==> config.mk <==
export PLATFORM = sky130hd
export DESIGN_NAME = nmi_req_unit
export DESIGN_NICKNAME = d
export VERILOG_FILES = /design/src/rtl/nmi_pkg.sv /design/src/rtl/nmi_sync.sv /design/src/rtl/nmi_edge.sv /design/src/rtl/nmi_pend.sv /design/src/rtl/nmi_req_unit.sv
export SDC_FILE = /design/constraint.sdc
export NUM_CORES = 1
export LEC_CHECK = 0
export ABC_AREA = 1
export CAP_MARGIN = 20
export CORE_AREA = 2 2 39 41
export CTS_BUF_LIST = sky130_fd_sc_hd__clkbuf_4 sky130_fd_sc_hd__clkbuf_8
export DETAILED_ROUTE_END_ITERATION = 10
export DIE_AREA = 0 0 41 43
export PLACE_DENSITY = 0.52
export SKIP_LAST_GASP = 1
export SYNTH_ARGS = -nofsm -noshare
export SYNTH_HDL_FRONTEND = slang
export SYNTH_SLANG_ARGS = --single-unit
==> constraint.sdc <==
create_clock -name clk -period 1 [get_ports clk]
set_clock_uncertainty 0.2 [all_clocks]
set_input_delay 0.2 -clock clk [delete_from_list [all_inputs] [get_ports clk]]
set_output_delay 0.2 -clock clk [all_outputs]
set_load 0.02 [all_outputs]
==> src/rtl/nmi_pkg.sv <==
package nmi_pkg;
   typedef enum logic {
      TAKE_COMB = 1'b0,
      TAKE_REG  = 1'b1
   } take_mode_e;

   localparam int MIN_SYNC = 2;
endpackage

==> src/rtl/nmi_sync.sv <==
module nmi_sync #(
   parameter int   STAGES  = 2,
   parameter logic RST_VAL = 1'b1
) (
   input  logic clk,
   input  logic rst_n,
   input  logic din,
   output logic dout
);
   if (STAGES < nmi_pkg::MIN_SYNC) begin : g_bad_stages
      $error("nmi_sync: STAGES below minimum");
   end

   logic [STAGES-1:0] chain_q;

   always_ff @(posedge clk) begin
      if (!rst_n) chain_q <= {STAGES{RST_VAL}};
      else        chain_q <= {chain_q[STAGES-2:0], din};
   end

   assign dout = chain_q[STAGES-1];
endmodule

==> src/rtl/nmi_edge.sv <==
module nmi_edge (
   input  logic clk,
   input  logic rst_n,
   input  logic lvl,
   output logic rise
);
   logic hist_q;

   always_ff @(posedge clk) begin
      if (!rst_n) hist_q <= 1'b1;
      else        hist_q <= lvl;
   end

   assign rise = lvl & ~hist_q;

   AST_RISE_SINGLE: assert property (@(posedge clk) disable iff (!rst_n)
      rise |=> !rise);
endmodule

==> src/rtl/nmi_pend.sv <==
module nmi_pend (
   input  logic clk,
   input  logic rst_n,
   input  logic set_req,
   input  logic ack,
   output logic pend
);
   logic pend_q;

   always_ff @(posedge clk) begin
      if (!rst_n) pend_q <= 1'b0;
      else        pend_q <= set_req | (pend_q & ~ack);
   end

   assign pend = pend_q;

   AST_PEND_HOLD: assert property (@(posedge clk) disable iff (!rst_n)
      (pend_q && !ack) |=> pend_q);
   AST_ACK_CLEAR: assert property (@(posedge clk) disable iff (!rst_n)
      (pend_q && ack && !set_req) |=> !pend_q);
   AST_ACK_RACE: assert property (@(posedge clk) disable iff (!rst_n)
      set_req |=> pend_q);
endmodule

==> src/rtl/nmi_req_unit.sv <==
module nmi_req_unit #(
   parameter int                  SYNC_STAGES = 2,
   parameter int                  VEC_W       = 8,
   parameter int                  VECTOR      = 2,
   parameter nmi_pkg::take_mode_e TAKE_MODE   = nmi_pkg::TAKE_COMB
) (
   input  logic             clk,
   input  logic             rst_n,
   input  logic             nmi_pin,
   input  logic             take_ack,
   output logic             irq_pend,
   output logic             clr_ie,
   output logic             vec_valid,
   output logic [VEC_W-1:0] vec_num
);
   localparam logic [VEC_W-1:0] VEC_CODE = VEC_W'(VECTOR);

   if (VECTOR < 0 || VECTOR >= (1 << VEC_W)) begin : g_bad_vec
      $error("nmi_req_unit: VECTOR does not fit VEC_W");
   end

   logic pin_s;
   logic edge_rise;
   logic take;

   nmi_sync #(.STAGES(SYNC_STAGES), .RST_VAL(1'b1)) u_sync (
      .clk(clk), .rst_n(rst_n), .din(nmi_pin), .dout(pin_s)
   );

   nmi_edge u_edge (
      .clk(clk), .rst_n(rst_n), .lvl(pin_s), .rise(edge_rise)
   );

   nmi_pend u_pend (
      .clk(clk), .rst_n(rst_n), .set_req(edge_rise), .ack(take_ack),
      .pend(irq_pend)
   );

   assign take    = take_ack & irq_pend;
   assign vec_num = VEC_CODE;

   if (TAKE_MODE == nmi_pkg::TAKE_REG) begin : g_take_reg
      logic take_q;
      always_ff @(posedge clk) begin
         if (!rst_n) take_q <= 1'b0;
         else        take_q <= take;
      end
      assign clr_ie    = take_q;
      assign vec_valid = take_q;
   end else begin : g_take_comb
      assign clr_ie    = take;
      assign vec_valid = take;
   end

   AST_NO_SPURIOUS: assert property (@(posedge clk) disable iff (!rst_n)
      $rose(irq_pend) |-> $past(edge_rise));
   AST_CLR_WITH_VEC: assert property (@(posedge clk) disable iff (!rst_n)
      clr_ie |-> (vec_valid && vec_num == VEC_CODE));
endmodule

==> impl_metrics.csv <==
group,metric,value,unit
synth,synth_cell_types,7,
pwr,power.internal,0.358,mW
pwr,p_seq_frac,0.353,
clocking,clk_path_buf_depth,2,
die,num_rows,14,
place,dp_cells,46,
hold_path,hold_path_depth,3,
clocking,cts_sinks,4,
synth,syn_inst,26,
layout,register_area,83.8,µm²
worst_setup_path,crit_cells,3,
place,place_area,262,µm²
worst_setup_path,r2r-start,"u_sync.chain_q[1]",
timing,period_needed,1.20,ns
global_route,gr-max-usage-layer,"met3",
worst_setup_path,cp_max_fo,3,
global_route,grt_pass1_wl,351,µm
synth,yosysTopAreaCell,"dfxtp_1",
global_route,gr-total-overflow,0,
place,gp_congestion,0.525,
pwr,p_comb_frac,0.116,
drt,post-route-drc-count,0,
drt,drtIter0Drc,1,
global_route,grt_max_degree,5,
hold_path,min_path_type,"in2reg",
layout,area_growth,41.5,%
worst_setup_path,cp-start-kind,"register",
layout,final_area,290,µm²
worst_setup_path,worstPathArrival,0.80,ns
die,core_area,1380,µm²
synth,synth_edf_count,0,
layout,layout-drive-gt1-share,0.353,
worst_setup_path,cpLargestDelayFamily,"flip-flops",
global_route,grt_antenna_before_repair,0,
layout,layout.nets,39,
drt,post_drt_wl_per_cell,4.84,µm
pwr,swShare,0.238,
pwr,clkPwrFrac,0.531,
place,io_buffers,6,
layout,multi_input_area,72.6,µm²
pwr,p_leak,0.165,nW
synth,synth_top_area_frac,0.390,
clocking,cts_root_buf,"clkbuf_4",
synth,yosysWarningCount,0,
global_route,gr-usage-met2,0.0313,
worst_setup_path,end_kind,"primary output",
synth,synth_commonest_cells,"buf_4 (9), dfxtp_1 (4), inv_1 (4), nand2_1 (3), or2_1 (3)",
worst_setup_path,path_cells,"nand2_4, inv_4, buf_6",
die,dieHeight,43,µm
pwr,finalPower,0.470,mW
hold_path,worstHoldStart,"rst_n",
global_route,use_met3,0.0942,
clocking,htreeDepth,1,
die,initial_core_util,0.148,
outcome,outcome,"finished with violations",
synth,synthTopCellsByArea,"dfxtp_1 (39%), buf_4 (33%), or2_1 (9.1%)",
timing,tns,-0.543,ns
global_route,met1_usage,0.0354,
layout,fillers,159,
synth,synth_most_common_cell,"buf_4",
global_route,grt_pass1_vias,100,
synth,yosys_most_used_dff,"dfxtp_1",
place,hpwl,184,µm
drt,wl,242,µm
clocking,hold_buffers,0,
timing,finalMaxSlewViolations,0,
worst_setup_path,slowest_stage,"dfxtp_4",
synth,syn_avg_cell_area,7.89,µm²
timing,max_clock_freq,0.836,GHz
worst_setup_path,cp_num_buf_inv,2,
layout,diodes,0,
die,die_area,1760,µm²
drt,postRouteAntennaNets,0,
layout,finalCoreUtilization,0.210,
worst_setup_path,crit_required,0.60,ns
timing,fin_crit_sh,1.20,
worst_setup_path,ff2ff_path_depth,1,
timing,final-setup-viol-count,3,
flow_run,cap_violations,0,
die,die_w,41,µm
place,pre_cts_ws,-0.825,ns
synth,ys_ff_latch,4,
outcome,violations,"negative setup slack",
clocking,cts_tree,"done",
clocking,post_cts_buffers,0,
pwr,pwr_density_cell,1620,nW/µm²
timing,holdWs,0.0620,ns
drt,firstDrtPassIters,2,
worst_setup_path,crit_start,"u_pend.pend",
synth,netlist_area,205,µm²
drt,vias,143,
global_route,grt_usage,0.0392,
synth,ys_seq_area_frac,0.390,
worst_setup_path,path_class,"reg2out",
drt,vias_per_cell,2.86,
die,ios,15,
clocking,cts_buffers,3,
pwr,p_sw,0.112,mW
clocking,clk_latency,0.23,ns
timing,grt_setup_unrepaired,"yes",
clocking,cts.clk_slew.worst_paths,0.04,ns
pwr,vdd_drop_max,526,µV
worst_setup_path,slowest_delay,0.35,ns
synth,async_flop_share,0,
timing,hold_viol_final,0,
timing,fin_ws,-0.196,ns
layout,fin_cells,50,
## tightest hold or removal path, delay by kind of cell
family | cells | cell delay [ns]
buffers and inverters | 2 | 0.19
and+or+nand+nor | 1 | 0.08
## power by group through the flow
stage,clock (mW),sequential (mW),combinational [mW]
global route,0.280,0.167,0.0605
global placement,0,0.169,0.0561
CTS,0.261,0.166,0.0548
finish,0.250,0.166,0.0547
detailed placement,0,0.169,0.0565
floorplan,0,0.170,0.0600
## cell type report
class / instances / area share
sequential: 4 / 0.289
multi-input combinational: 15 / 0.250
tap: 16 / 0.0690
clock buffer: 4 / 0.103
timing repair buffer: 7 / 0.228
inverter: 4 / 0.0603
## cell families (layout without fill, tap and decap cells)
| logic type | Yosys count | in the layout | share of synthesized area |
|---|---|---|---|
| compound gates | 1 | 1 | 0.0244 |
| flops | 4 | 4 | 0.390 |
| buf+inv | 13 | 15 | 0.402 |
| other cells | 2 | 8 | 0.0366 |
| simple gates | 6 | 6 | 0.146 |
## layer usage
| layer | share of wire | vias up |
|---|---|---|
| met2 | 0.38 | 13 |
| met3 | 0.30 | 0 |
| met4 | 0 | 0 |
| li1 | - | 72 |
| met5 | 0 | - |
| met1 | 0.32 | 58 |
## worst paths after layout
check / to / slack [ns]
hold reg to reg: u_sync.chain_q[1] / 0.20
setup / recovery: vec_valid / -0.20
hold / removal: u_edge.hist_q / 0.06
setup reg to reg: u_edge.hist_q / 0.20
## placed cells by master, fill, tap and decap left out
cell type        synthesis  final
nand2_4                  0      1
clkdlybuf4s50_1          0      1
buf_2                    0      1
inv_4                    0      1
nand2_1                  3      2
dfxtp_4                  0      1
buf_4                    9      1
a21oi_1                  1      1
clkbuf_4                 0      4
inv_2                    0      1
dlygate4sd2_1            0      1
inv_1                    4      2
dfxtp_1                  4      3
or2_1                    3      3
conb_1                   2      8
dlymetal6s2s_1           0      1
buf_6                    0      2
## sequential cells by signal (all words and copies together), names as in the netlist
signal	flops
u_pend.pend	1
u_sync.chain_q	2
u_edge.hist_q	1
## timing repair
item	CTS	global route
cloned	0	0
endpoints found under the setup margin	3	7
resized for setup	17	2
No activity file was read; power rests on OpenSTA's default activity.
